**src/rtl/intra4_pkg.sv**
```systemverilog
`timescale 1ns/1ps
package intra4_pkg;
   localparam int NEDGE  = 13;   // L,K,J,I,corner,A..H along the block boundary
   localparam int NPAIR  = 12;
   localparam int NAVG   = 10;
   localparam int NF3    = 11;
   localparam int NRAW   = 8;
   localparam int NMODE  = 9;
   localparam int NPIX   = 16;
   localparam int C_AVG  = 0;
   localparam int C_F3   = C_AVG + NAVG;
   localparam int C_GEND = C_F3 + NF3;
   localparam int C_LEND = C_GEND + 1;
   localparam int C_DC   = C_LEND + 1;
   localparam int C_RAW  = C_DC + 1;
   localparam int NCAND  = C_RAW + NRAW;

   typedef enum logic [3:0] {
      PM_VERT = 4'd0, PM_HORZ = 4'd1, PM_DC = 4'd2, PM_DDL = 4'd3, PM_DDR = 4'd4,
      PM_VR = 4'd5, PM_HD = 4'd6, PM_VL = 4'd7, PM_HU = 4'd8
   } pmode_e;

   // three-tap value centred on boundary index c
   function automatic int f3c(int c);
      return C_F3 + c - 1;
   endfunction

   // candidate index used by mode m at column x, row y
   function automatic int sel_idx(int m, int x, int y);
      int z;
      z = 0;
      case (m)
         0: return C_RAW + 4 + x;
         1: return C_RAW + 3 - y;
         3: if (x == 3 && y == 3) return C_GEND; else return f3c(6 + x + y);
         4: return f3c(4 + x - y);
         5: begin
            z = 2 * x - y;
            if (z >= 0 && (z % 2) == 0) return C_AVG + 4 + x - (y >> 1);
            else if (z > 0)             return f3c(4 + x - (y >> 1));
            else if (z == -1)           return f3c(4);
            else                        return f3c(5 - y);
         end
         6: begin
            z = 2 * y - x;
            if (z >= 0 && (z % 2) == 0) return C_AVG + 3 - y + (x >> 1);
            else if (z > 0)             return f3c(4 - y + (x >> 1));
            else if (z == -1)           return f3c(4);
            else                        return f3c(3 + x);
         end
         7: if ((y % 2) == 0) return C_AVG + 5 + x + (y >> 1);
            else              return f3c(6 + x + (y >> 1));
         8: begin
            z = x + 2 * y;
            if (z > 5)              return C_RAW;
            else if (z == 5)        return C_LEND;
            else if ((z % 2) == 0)  return C_AVG + 2 - (y + (x >> 1));
            else                    return f3c(2 - (y + (x >> 1)));
         end
         default: return C_DC;
      endcase
   endfunction

   // mode actually produced, given which sides exist
   function automatic logic [3:0] eff_mode(logic [3:0] m, logic t_ok, logic l_ok);
      logic ok;
      case (m)
         PM_VERT, PM_DDL, PM_VL: ok = t_ok;
         PM_HORZ, PM_HU:         ok = l_ok;
         PM_DC:                  ok = 1'b1;
         PM_DDR, PM_VR, PM_HD:   ok = t_ok & l_ok;
         default:                ok = 1'b0;
      endcase
      return ok ? m : PM_DC;
   endfunction
endpackage

```
**src/rtl/intra4_sums.sv**
```systemverilog
`timescale 1ns/1ps
module intra4_sums import intra4_pkg::*; #(
   parameter int PIX_W = 8
) (
   input  logic                                clk,
   input  logic                                rst_n,
   input  logic [NEDGE-1:0][PIX_W-1:0]         edge_q,
   output logic [NF3-1:0][PIX_W+1:0]           tri_q,
   output logic [PIX_W+1:0]                    gend_q,
   output logic [PIX_W+1:0]                    lend_q,
   output logic [PIX_W+2:0]                    dcb_q,
   output logic [PIX_W+1:0]                    dct_q,
   output logic [PIX_W+1:0]                    dcl_q,
   output logic [NAVG-1:0][PIX_W:0]            pair_q,
   output logic [NRAW-1:0][PIX_W-1:0]          raw_q
);
   localparam int SW = PIX_W + 1;
   localparam int TW = PIX_W + 2;

   // stage 2: shared pairwise sums and side totals
   logic [NPAIR-1:0][SW-1:0]    pr_n, pr_r;
   logic [TW-1:0]               st_n, sl_n, st_r, sl_r;
   logic [NRAW-1:0][PIX_W-1:0]  raw_n, raw_r;
   logic [PIX_W-1:0]            h_r;

   always_comb begin
      for (int i = 0; i < NPAIR; i++)
         pr_n[i] = {1'b0, edge_q[i]} + {1'b0, edge_q[i+1]};
      st_n = '0;
      sl_n = '0;
      for (int i = 0; i < 4; i++) begin
         sl_n = sl_n + TW'(edge_q[i]);
         st_n = st_n + TW'(edge_q[5+i]);
         raw_n[i]   = edge_q[i];
         raw_n[4+i] = edge_q[5+i];
      end
   end

   always_ff @(posedge clk or negedge rst_n) begin
      if (!rst_n) begin
         pr_r <= '0; st_r <= '0; sl_r <= '0; raw_r <= '0; h_r <= '0;
      end else begin
         pr_r <= pr_n; st_r <= st_n; sl_r <= sl_n; raw_r <= raw_n;
         h_r  <= edge_q[NEDGE-1];
      end
   end

   // stage 3: derived sums built only from the shared pairs
   logic [NF3-1:0][TW-1:0] tri_n;
   always_comb begin
      for (int i = 0; i < NF3; i++)
         tri_n[i] = {1'b0, pr_r[i]} + {1'b0, pr_r[i+1]};
   end

   always_ff @(posedge clk or negedge rst_n) begin
      if (!rst_n) begin
         tri_q <= '0; gend_q <= '0; lend_q <= '0; dcb_q <= '0;
         dct_q <= '0; dcl_q <= '0; pair_q <= '0; raw_q <= '0;
      end else begin
         tri_q  <= tri_n;
         gend_q <= {1'b0, pr_r[NPAIR-1]} + {1'b0, h_r, 1'b0};
         lend_q <= {1'b0, pr_r[0]} + {1'b0, raw_r[0], 1'b0};
         dcb_q  <= {1'b0, st_r} + {1'b0, sl_r};
         dct_q  <= st_r;
         dcl_q  <= sl_r;
         pair_q <= pr_r[NAVG-1:0];
         raw_q  <= raw_r;
      end
   end
endmodule

```
**src/rtl/intra4_shift.sv**
```systemverilog
`timescale 1ns/1ps
module intra4_shift import intra4_pkg::*; #(
   parameter int PIX_W = 8
) (
   input  logic                          clk,
   input  logic                          rst_n,
   input  logic [NF3-1:0][PIX_W+1:0]     tri_q,
   input  logic [PIX_W+1:0]              gend_q,
   input  logic [PIX_W+1:0]              lend_q,
   input  logic [PIX_W+2:0]              dcb_q,
   input  logic [PIX_W+1:0]              dct_q,
   input  logic [PIX_W+1:0]              dcl_q,
   input  logic [NAVG-1:0][PIX_W:0]      pair_q,
   input  logic [NRAW-1:0][PIX_W-1:0]    raw_q,
   input  logic                          top_ok,
   input  logic                          left_ok,
   output logic [NCAND-1:0][PIX_W-1:0]   cand_q
);
   localparam logic [PIX_W-1:0] MID = PIX_W'(1) << (PIX_W - 1);
   logic [NCAND-1:0][PIX_W-1:0] cand_n;

   genvar i;
   generate
      for (i = 0; i < NAVG; i++) begin : g_avg
         logic [PIX_W:0] rnd;
         assign rnd = pair_q[i] + 1'b1;
         assign cand_n[C_AVG+i] = rnd[PIX_W:1];
      end
      for (i = 0; i < NF3; i++) begin : g_tri
         logic [PIX_W+1:0] rnd;
         assign rnd = tri_q[i] + 2'd2;
         assign cand_n[C_F3+i] = rnd[PIX_W+1:2];
      end
      for (i = 0; i < NRAW; i++) begin : g_raw
         assign cand_n[C_RAW+i] = raw_q[i];
      end
   endgenerate

   logic [PIX_W+1:0] ge_r, le_r, ct_r, cl_r;
   logic [PIX_W+2:0] cb_r;
   assign ge_r = gend_q + 2'd2;
   assign le_r = lend_q + 2'd2;
   assign ct_r = dct_q + 2'd2;
   assign cl_r = dcl_q + 2'd2;
   assign cb_r = dcb_q + 3'd4;
   assign cand_n[C_GEND] = ge_r[PIX_W+1:2];
   assign cand_n[C_LEND] = le_r[PIX_W+1:2];

   always_comb begin
      case ({top_ok, left_ok})
         2'b11:   cand_n[C_DC] = cb_r[PIX_W+2:3];
         2'b10:   cand_n[C_DC] = ct_r[PIX_W+1:2];
         2'b01:   cand_n[C_DC] = cl_r[PIX_W+1:2];
         default: cand_n[C_DC] = MID;
      endcase
   end

   always_ff @(posedge clk or negedge rst_n) begin
      if (!rst_n) cand_q <= '0;
      else        cand_q <= cand_n;
   end

   // no neighbours at all gives the mid-level DC value
   assert_dc_mid_R5: assert property (@(posedge clk) disable iff (!rst_n)
      (!top_ok && !left_ok) |=> (cand_q[C_DC] == MID));
endmodule

```
**src/rtl/intra4_select.sv**
```systemverilog
`timescale 1ns/1ps
module intra4_select import intra4_pkg::*; #(
   parameter int PIX_W = 8
) (
   input  logic                          clk,
   input  logic                          rst_n,
   input  logic [NCAND-1:0][PIX_W-1:0]   cand_q,
   input  logic [3:0]                    mode_q,
   input  logic                          top_ok,
   input  logic                          left_ok,
   input  logic                          load,
   output logic [NPIX-1:0][PIX_W-1:0]    pix_q
);
   logic [NCAND-1:0][PIX_W-1:0] cand_r;
   logic [3:0]                  eff_r;
   logic [NPIX-1:0][PIX_W-1:0]  pix_n;

   always_ff @(posedge clk or negedge rst_n) begin
      if (!rst_n) begin
         cand_r <= '0;
         eff_r  <= PM_DC;
      end else begin
         cand_r <= cand_q;
         eff_r  <= eff_mode(mode_q, top_ok, left_ok);
      end
   end

   genvar p, m;
   generate
      for (p = 0; p < NPIX; p++) begin : g_pix
         logic [NMODE-1:0][PIX_W-1:0] opt;
         for (m = 0; m < NMODE; m++) begin : g_mode
            localparam int IDX = sel_idx(m, p % 4, p / 4);
            assign opt[m] = cand_r[IDX];
         end
         assign pix_n[p] = opt[eff_r];
      end
   endgenerate

   always_ff @(posedge clk or negedge rst_n) begin
      if (!rst_n)    pix_q <= '0;
      else if (load) pix_q <= pix_n;
   end

   // unknown codes fall back to DC, and no code beyond 8 reaches the mux
   assert_fallback_R10: assert property (@(posedge clk) disable iff (!rst_n)
      (mode_q > 4'd8) |=> (eff_r == PM_DC));
   assert_mode_range_R10: assert property (@(posedge clk) disable iff (!rst_n)
      eff_r <= 4'd8);
endmodule

```
**src/rtl/intra4x4_predictor.sv**
```systemverilog
`timescale 1ns/1ps
module intra4x4_predictor import intra4_pkg::*; #(
   parameter int PIX_W = 8
) (
   input  logic                  clk,
   input  logic                  rst_n,
   input  logic                  start,
   input  logic [3:0]            mode,
   input  logic [8*PIX_W-1:0]    top_pix,
   input  logic [4*PIX_W-1:0]    left_pix,
   input  logic [PIX_W-1:0]      corner_pix,
   input  logic                  top_ok,
   input  logic                  topright_ok,
   input  logic                  left_ok,
   output logic [16*PIX_W-1:0]   pred,
   output logic                  done
);
   localparam int LAT  = 6;
   localparam int CSTG = 4;

   generate
      if (PIX_W < 4 || PIX_W > 12) begin : g_bad_width
         $error("intra4x4_predictor: PIX_W must lie in 4..12");
      end
   endgenerate

   // stage 1: capture the boundary, substituting the upper-right run
   logic [NEDGE-1:0][PIX_W-1:0] cap_n, cap_e;
   always_comb begin
      for (int j = 0; j < 4; j++) cap_n[3-j] = left_pix[j*PIX_W +: PIX_W];
      cap_n[4] = corner_pix;
      for (int i = 0; i < 4; i++) begin
         cap_n[5+i] = top_pix[i*PIX_W +: PIX_W];
         cap_n[9+i] = topright_ok ? top_pix[(4+i)*PIX_W +: PIX_W]
                                  : top_pix[3*PIX_W +: PIX_W];
      end
   end

   logic [CSTG-1:0][3:0] mode_p;
   logic [CSTG-1:0]      top_p, left_p;
   logic [LAT-1:0]       vld;

   always_ff @(posedge clk or negedge rst_n) begin
      if (!rst_n) begin
         cap_e <= '0; mode_p <= '0; top_p <= '0; left_p <= '0; vld <= '0;
      end else begin
         if (start) begin
            cap_e     <= cap_n;
            mode_p[0] <= mode;
            top_p[0]  <= top_ok;
            left_p[0] <= left_ok;
         end
         mode_p[CSTG-1:1] <= mode_p[CSTG-2:0];
         top_p[CSTG-1:1]  <= top_p[CSTG-2:0];
         left_p[CSTG-1:1] <= left_p[CSTG-2:0];
         vld <= {vld[LAT-2:0], start};
      end
   end

   logic [NF3-1:0][PIX_W+1:0]   tri_q;
   logic [PIX_W+1:0]            gend_q, lend_q, dct_q, dcl_q;
   logic [PIX_W+2:0]            dcb_q;
   logic [NAVG-1:0][PIX_W:0]    pair_q;
   logic [NRAW-1:0][PIX_W-1:0]  raw_q;
   logic [NCAND-1:0][PIX_W-1:0] cand_q;
   logic [NPIX-1:0][PIX_W-1:0]  pix_q;

   intra4_sums #(.PIX_W(PIX_W)) u_sums (
      .clk(clk), .rst_n(rst_n), .edge_q(cap_e), .tri_q(tri_q), .gend_q(gend_q),
      .lend_q(lend_q), .dcb_q(dcb_q), .dct_q(dct_q), .dcl_q(dcl_q),
      .pair_q(pair_q), .raw_q(raw_q));

   intra4_shift #(.PIX_W(PIX_W)) u_shift (
      .clk(clk), .rst_n(rst_n), .tri_q(tri_q), .gend_q(gend_q), .lend_q(lend_q),
      .dcb_q(dcb_q), .dct_q(dct_q), .dcl_q(dcl_q), .pair_q(pair_q), .raw_q(raw_q),
      .top_ok(top_p[2]), .left_ok(left_p[2]), .cand_q(cand_q));

   intra4_select #(.PIX_W(PIX_W)) u_select (
      .clk(clk), .rst_n(rst_n), .cand_q(cand_q), .mode_q(mode_p[3]),
      .top_ok(top_p[3]), .left_ok(left_p[3]), .load(vld[LAT-2]), .pix_q(pix_q));

   assign pred = pix_q;
   assign done = vld[LAT-1];

   // every done traces back to a start six cycles earlier
   assert_done_latency_R1: assert property (@(posedge clk) disable iff (!rst_n)
      done |-> $past(start, 6));

   // result changes only together with done
   assert_pred_hold_R2: assert property (@(posedge clk) disable iff (!rst_n)
      1'b1 |=> (done || $stable(pred)));

   // vertical copies the captured top row into the first and last rows
   assert_vert_copy_R3: assert property (@(posedge clk) disable iff (!rst_n)
      (done && $past(mode_p[0], 5) == PM_VERT && $past(top_p[0], 5))
      |-> (pred[4*PIX_W-1:0] == $past({cap_e[8], cap_e[7], cap_e[6], cap_e[5]}, 5)
        && pred[16*PIX_W-1:12*PIX_W] == $past({cap_e[8], cap_e[7], cap_e[6], cap_e[5]}, 5)));

   // horizontal repeats each left pixel along its row
   assert_horz_copy_R4: assert property (@(posedge clk) disable iff (!rst_n)
      (done && $past(mode_p[0], 5) == PM_HORZ && $past(left_p[0], 5))
      |-> (pred[4*PIX_W-1:0] == $past({4{cap_e[3]}}, 5)
        && pred[16*PIX_W-1:12*PIX_W] == $past({4{cap_e[0]}}, 5)));

   // missing upper-right pixels become copies of top neighbour 3
   assert_tr_fill_R9: assert property (@(posedge clk) disable iff (!rst_n)
      (start && !topright_ok)
      |=> (cap_e[9] == cap_e[8] && cap_e[10] == cap_e[8]
        && cap_e[11] == cap_e[8] && cap_e[12] == cap_e[8]));
endmodule

```
**config.mk**
```make
export PLATFORM = sky130hd
export DESIGN_NAME = intra4x4_predictor
export DESIGN_NICKNAME = d
export VERILOG_FILES = /design/src/rtl/intra4_pkg.sv /design/src/rtl/intra4_sums.sv /design/src/rtl/intra4_shift.sv /design/src/rtl/intra4_select.sv /design/src/rtl/intra4x4_predictor.sv
export SDC_FILE = /design/constraint.sdc
export NUM_CORES = 2
export LEC_CHECK = 0
export BUFFER_PORTS_ARGS = -buffer_cell sky130_fd_sc_hd__buf_2
export CAP_MARGIN = 5
export CELL_PAD_IN_SITES_DETAIL_PLACEMENT = 1
export CELL_PAD_IN_SITES_GLOBAL_PLACEMENT = 1
export CORE_MARGIN = 2
export CORE_UTILIZATION = 51
export DETAILED_ROUTE_END_ITERATION = 7
export PLACE_DENSITY_LB_ADDON = 0.1
export SETUP_SLACK_MARGIN = 0.2
export SYNTH_ARGS = -nofsm -noshare
export SYNTH_HDL_FRONTEND = slang
export SYNTH_SLANG_ARGS = --single-unit
```
**constraint.sdc**
```tcl
create_clock -name clk -period 4.4 [get_ports clk]
set_input_delay 0.66 -clock clk [delete_from_list [all_inputs] [get_ports clk]]
set_output_delay 0.66 -clock clk [all_outputs]
set_load 0.005 [all_outputs]
```
Word-level counts from Yosys, hierarchy flattened
Cells that the tools add are included.
{"block": "totals", "register_bits": 1293, "latchBits": 0, "mem_bits_rw": 0, "rom_bits": 0, "inputBits": 114, "wordCells": 274, "n_memories": 0}
{"block": "op_classes", "add_sub_neg": 58, "multipliers": 0, "div_mod_pow": 0, "magnitude_cmp": 1, "n_eq_ne": 11, "shift": 0, "mux": 39, "n_bitwise": 1, "reduce_logical": 4}
{"operator": "8-bit binary-select mux with 4-bit select", "count": 16}
{"operator": "8-bit 2-to-1 mux", "count": 20}
{"operator": "10-bit by 2-bit adder with 10-bit output (second input constant)", "count": 15}
{"operator": "9-bit by 9-bit adder with 10-bit output", "count": 13}
{"operator": "8-bit by 8-bit adder with 9-bit output", "count": 14}
{"operator": "9-bit by 1-bit adder with 9-bit output (second input constant)", "count": 10}
{"operator": "10-bit by 8-bit adder with 10-bit output", "count": 4}
{"operator": "8-bit one-hot mux with 3 select lines", "count": 1}
{"operator": "4-bit by 3-bit == test with 1-bit output (second input constant)", "count": 4}
{"operator": "10-bit by 10-bit adder with 11-bit output", "count": 1}
{"operator": "11-bit by 3-bit adder with 11-bit output (second input constant)", "count": 1}
{"operator": "4-bit by 2-bit == test with 1-bit output (second input constant)", "count": 2}
{"operator": "3-bit OR reduction", "count": 2}
{"operator": "4-bit by 5-bit < comparator with 1-bit output (second input constant)", "count": 1}
{"operator": "2-bit == test (second input constant)", "count": 2}
{"operator": "4-bit by 1-bit == test with 1-bit output (second input constant)", "count": 1}
{"operator": "4-bit == test (second input constant)", "count": 1}
{"operator": "4-bit zero test", "count": 1}
{"operator": "4-bit 2-to-1 mux", "count": 1}
{"operator": "1-bit one-hot mux with 4 select lines", "count": 1}
{"operator": "2-bit by 1-bit == test with 1-bit output (second input constant)", "count": 1}
{"operator": "2-bit OR reduction", "count": 1}
{"operator": "1-bit bitwise AND", "count": 1}

Depth between registers and ports, before layout
{"block": "logic_depth", "word_depth": 4, "depth_mapped": 14, "mapped_depth_nobuf": 14}

Modules after synthesis
From an unflattened synthesis, not the netlist that was laid out.
{"block": "unflattened", "hier_cells": 4421, "hier_area_um2": 56117.6}
{"module": "intra4_sums", "instances": 1, "cells_each": 1823, "area_per_inst_um2": 22934.5, "seq_area_each_um2": 12862.3}
{"module": "intra4_select", "instances": 1, "cells_each": 1578, "area_per_inst_um2": 18577.8, "seq_area_each_um2": 9710.6}
{"module": "intra4_shift", "instances": 1, "cells_each": 692, "area_per_inst_um2": 9572.9, "seq_area_each_um2": 6406.1}
{"module": "intra4x4_predictor", "instances": 1, "cells_each": 328, "area_per_inst_um2": 5032.3, "seq_area_each_um2": 3353.2}

Worst setup path before layout
Ideal clock, no wire load.
{"block": "synth_path", "kind": "register -> register", "from": "reg cap_e[40] (netlist name)", "to": "reg u_sums.st_r[9]", "setup_ns": 0.121, "t_arrival_ns": 2.993, "required_ns": 4.279, "path_slack_ns": 1.286, "stages_incl_launch_ff": 14, "period_less_slack_ns": 3.114, "cell_sequence": "dfrtp_1 ha_1 inv_1 fa_1 nor2b_1 o21ai_0 a21boi_0 o21ai_0 a21boi_0 fa_1 ha_1 o21a_1 o31a_1 o22a_1"}
{"block": "synth_between", "elab_chain_len": 3}
{"element": "start, declared", "line": "intra4x4_predictor.sv:28", "source": "logic [NEDGE-1:0][PIX_W-1:0] cap_n, cap_e;"}
{"element": "start signal, assigned", "line": "intra4x4_predictor.sv:48", "source": "cap_e <= cap_n;"}
{"element": "8-bit by 8-bit adder with 9-bit output", "line": "intra4_sums.sv:33", "source": "st_n = st_n + TW'(edge_q[5+i]);"}
{"element": "10-bit by 8-bit adder with 10-bit output (2 in series)", "line": "intra4_sums.sv:33"}
{"element": "named net u_sums.st_n[9]", "line": "intra4_sums.sv:22", "source": "logic [TW-1:0] st_n, sl_n, st_r, sl_r;"}
{"element": "end signal, assigned", "line": "intra4_sums.sv:43", "source": "pr_r <= pr_n; st_r <= st_n; sl_r <= sl_n; raw_r <= raw_n;"}
{"element": "end, declared", "line": "intra4_sums.sv:22"}
The timed path passes the listed nets, and every way through them passes these cells.
A chain may end at the register's enable or synchronous reset.

Worst setup path after layout
{"block": "layout_path", "from": "reg cap_e[8] (netlist name)", "to": "reg u_sums.sl_r[8]"}
{"block": "layout_between", "elab_chain_len": 3}
{"element": "8-bit by 8-bit adder with 9-bit output", "line": "intra4_sums.sv:32", "source": "sl_n = sl_n + TW'(edge_q[i]);"}
{"element": "10-bit by 8-bit adder with 10-bit output (2 in series)", "line": "intra4_sums.sv:32"}
{"element": "named net u_sums.sl_n[8]", "line": "intra4_sums.sv:22"}
{"element": "end signal, assigned", "line": "intra4_sums.sv:43"}
{"element": "end, declared", "line": "intra4_sums.sv:22"}
The timed path passes the listed nets, and every way through them passes these cells.

==> summary.txt <==
Cells and area
  • Final nets: 5003
  • Final cell count without fillers: 6094
  • Finished Cell Area: 0.0618 mm²
  • Commonest non-fill, non-tap cells in the layout: 1271 x dfrtp_1, 407 x nor2_1, 304 x a21oi_1
  • Area grow syn2layout: 13.5%
  • Reg area: 0.0320 mm²
  • Area of the multi-input gates: 0.0211 mm²
  • Filler Cells Inserted: 10488
  • Share of cells above drive strength 1: 0.161
  • Final Util: 0.585
  • Commonest non-fill, non-tap cell in the layout: dfrtp_1

Global routing
  • First-pass GRT wire length: 264 mm
  • GR Overflow Total: 0
  • Overall Global Routing Usage: 0.336
  • Initial antenna violation count: 16
  • Vias in the first global route: 38426
  • Largest net degree at the start of global routing: 169

Critical path
  • Cell breakdown of the critical path: ha_1 -> inv_1 -> fa_1 -> nor2b_1 -> o21ai_0 -> a21boi_0 -> o31ai_1 -> a21boi_0 -> fa_1 -> ha_1 -> or3_1 -> o22ai_1 -> xnor2_1
  • Crit path max fanout: 4
  • CP max stage delay: 0.50 ns
  • Worst path bufs/invs: 1
  • Worst Setup Start Kind: register
  • Arr. time, crit path: 4.35 ns
  • CP Data Required Time: 5.07 ns
  • CP delay by family, top: compound AO/OA/AOI/OAI gates
  • Crit end category: register
  • Critical-path top delay cell: fa_1
  • Kind of critical path: register to register

CTS
  • Setup Buffers After CTS: 0
  • # hold bufs at CTS: 1
  • Number of gates resized after cts: 0
  • Total CTS buffers: 134
  • H-Tree Depth: 4
  • Clk sinks: 1276
  • Clock latency on the worst-skew pair: 0.76 ns
  • CTS tree: built
  • Clock Path Buffers: 3
  • Clk slew on worst S/H paths: 0.06 ns
  • CTS root buffer: clkbuf_16

Synthesis
  • Post-synthesis average cell area: 12.6 µm²
  • XOR/XNOR Fraction of Synth Area: 0.0474
  • Post-Synthesis Cells: 4325
  • Largest family of logic cells by synthesized area: compound AO/OA/AOI/OAI gates
  • EDFF count, synth: 0
  • Compound-gate portion of the synthesized area: 0.0955
  • Top-area cell type share of the netlist area: 0.586
  • FF+latch count, synth: 1276
  • Total of warnings raised by yosys: 0
  • Fraction of registers with async set/reset: 1.00
  • Post-Synth Adder-Cell Area: 0.0737
  • Post-synth top area cell: dfrtp_1
  • Post-Syn Area: 0.0545 mm²
  • Netlist cell types: 68
  • Simple-gate share of the synthesized area: 0.0934
  • Area contributors post-synth: dfrtp_1 59%, mux4_2 6.0%, ha_1 5.8%
  • Most used DFF post-synth: dfrtp_1
  • Mux share of post-synthesis cell area: 0.0782
  • Synthesized Nets: 4734
  • Post-synthesis sequential area ratio: 0.586

Routing
  • Met3 wire length: 11.9 mm
  • Vias per cell: 5.96
  • Initial DRC count: 3070
  • Vias: 36316
  • Routed len/inst: 29.5 µm
  • Antenna-violating nets left: 0
  • M1 WL: 77.2 mm
  • DRT Pass-1 Iters: 5
  • DRC Markers: 0
  • Detail Route met2 WL: 81.9 mm
  • Routed WL: 180 mm
  • Highest Signal Layer: met5

Timing
  • Worst clock skew: 0.0298 ns
  • Worst setup margin: 0.719 ns
  • Fin crit share: 0.836
  • Final Hold Slack: 0.142 ns
  • F_max: 272 MHz
  • Worst-margin pin slew: 0.931 ns
  • Setup violators final: 0
  • RSZ-0062 raised after global routing: false
  • Final hold viol count: 0
  • Worst rel slew slack: 0.380
  • Min Tclk post-route: 3.68 ns
  • Total negative slack: 0 ns
  • Max Transition Viols Final: 0

Floorplanning
  • Die H: 331 µm
  • Die span in x: 331 µm
  • Initial core utilization: 0.516
  • Top Ports: 243
  • Count of standard-cell rows: 119
  • Die ar.: 0.109 mm²
  • Core Box Area: 0.106 mm²

Power and ir drop
  • Pwr/cell area: 742 mW/mm²
  • Total power: 45.9 mW
  • Worst vdd ir: 0.436 mV
  • P_leak: 27.0 nW

Worst hold path
  • Hold WC Path Type: primary input to register

Placed design
  • Dpl ws: 0.749 ns
  • Dpl cells: 5848
  • Area after DPL: 0.0571 mm²
  • Gp weighted congestion: 0.958
  • Port bufs: 242
  • Hpwl dp: 136 mm

Run
  • Max-capacitance violation count: 0

Run status
  • Status: finished, final reports clean
[worst paths after layout]
kind	startpoint	end	slack, ns	cells past startpoint
setup / recovery	cap_e[8]$_DFFE_PN0P_	u_sums.sl_r[8]$_DFF_PN0_	0.72	13
hold / removal	left_pix[11]	cap_e[19]$_DFFE_PN0P_	0.14	2
setup reg to reg	cap_e[8]$_DFFE_PN0P_	u_sums.sl_r[8]$_DFF_PN0_	0.72	13
hold reg to reg	u_shift.cand_q[4]$_DFF_PN0_	u_select.cand_r[4]$_DFF_PN0_	0.32	0
max in group asynchronous	rst_n	u_sums.tri_q[77]$_DFF_PN0_	2.57	3
min in group asynchronous	rst_n	u_sums.lend_q[9]$_DFF_PN0_	0.41	2
[final cells by class]
| type | instances | share of cell area |
|---|---|---|
| flip-flops and latches | 1276 | 0.517 |
| clock buffers | 193 | 0.0629 |
| well taps | 1391 | 0.0282 |
| diodes | 2 | 0.0000810 |
| clock inverters | 50 | 0.0123 |
| inverters | 124 | 0.00753 |
| repair buffers | 294 | 0.0297 |
| multi-input cells | 2764 | 0.342 |
[metal layers]
metal  vias to the layer above  GRT usage
li1                      15732          -
met1                     19024      0.465
met2                      1212      0.519
met3                       332     0.0676
met4                        16      0.147
met5                         -          0
[state kept, by name (all words and copies together) (netlist names), 16 cells and up]
| name | flops |
|---|---|
| u_sums.tri_q | 99 |
| u_select.cand_r | 256 |
| cap_e | 104 |
| u_sums.pair_q | 89 |
| u_sums.raw_q | 64 |
| u_select.pix_q | 128 |
| mode_p | 16 |
| u_shift.cand_q | 256 |
| u_sums.raw_r | 64 |
| u_sums.pr_r | 108 |
[logic make-up (layout without fill, tap and decap cells)]
group	Yosys count	count (layout)
and+or+nand+nor	1058	1058
adders and majority gates	295	295
buffers and inverters	285	661
xor gates and xnor gates	295	295
muxes	236	236
DFF	1276	1276
other	0	2
AOI/OAI and AO/OA	880	880
[Yosys cell counts (14+ instances only)]
master	instances
nand4_1	47
a21boi_0	25
dfrtp_1	1275
nand2_1	200
o21ai_0	232
or2_2	15
mux2_2	69
nor2_1	407
a31oi_1	113
or3_1	19
o31a_1	18
mux4_2	144
mux2i_1	21
nand3_1	85
a211oi_1	16
buf_6	26
fa_1	43
nor3_1	24
and3_1	20
xnor2_1	239
o22ai_1	16
inv_1	124
o21a_1	26
buf_4	25
xor2_1	56
a21oi_1	304
clkbuf_1	85
nor2b_1	96
o21ai_1	14
a21o_1	35
ha_1	252
buf_2	18
and2_1	92
[power breakdown]
group          total [mW]  switching [mW]  internal (mW)
combinational        13.7            7.51           6.17
sequential           20.4            4.72           15.7
clock                11.8            4.80           6.98
[worst reg2reg max path, cell delays in order (launching register included)]
cell and delay [ns]:
dfrtp_1 0.41, ha_1 0.21, inv_1 0.08, fa_1 0.20, nor2b_1 0.05, o21ai_0 0.21
a21boi_0 0.20, o31ai_1 0.40, a21boi_0 0.43, fa_1 0.50, ha_1 0.26, or3_1 0.35
o22ai_1 0.16, xnor2_1 0.14
Power figures use the tool's default switching activity.
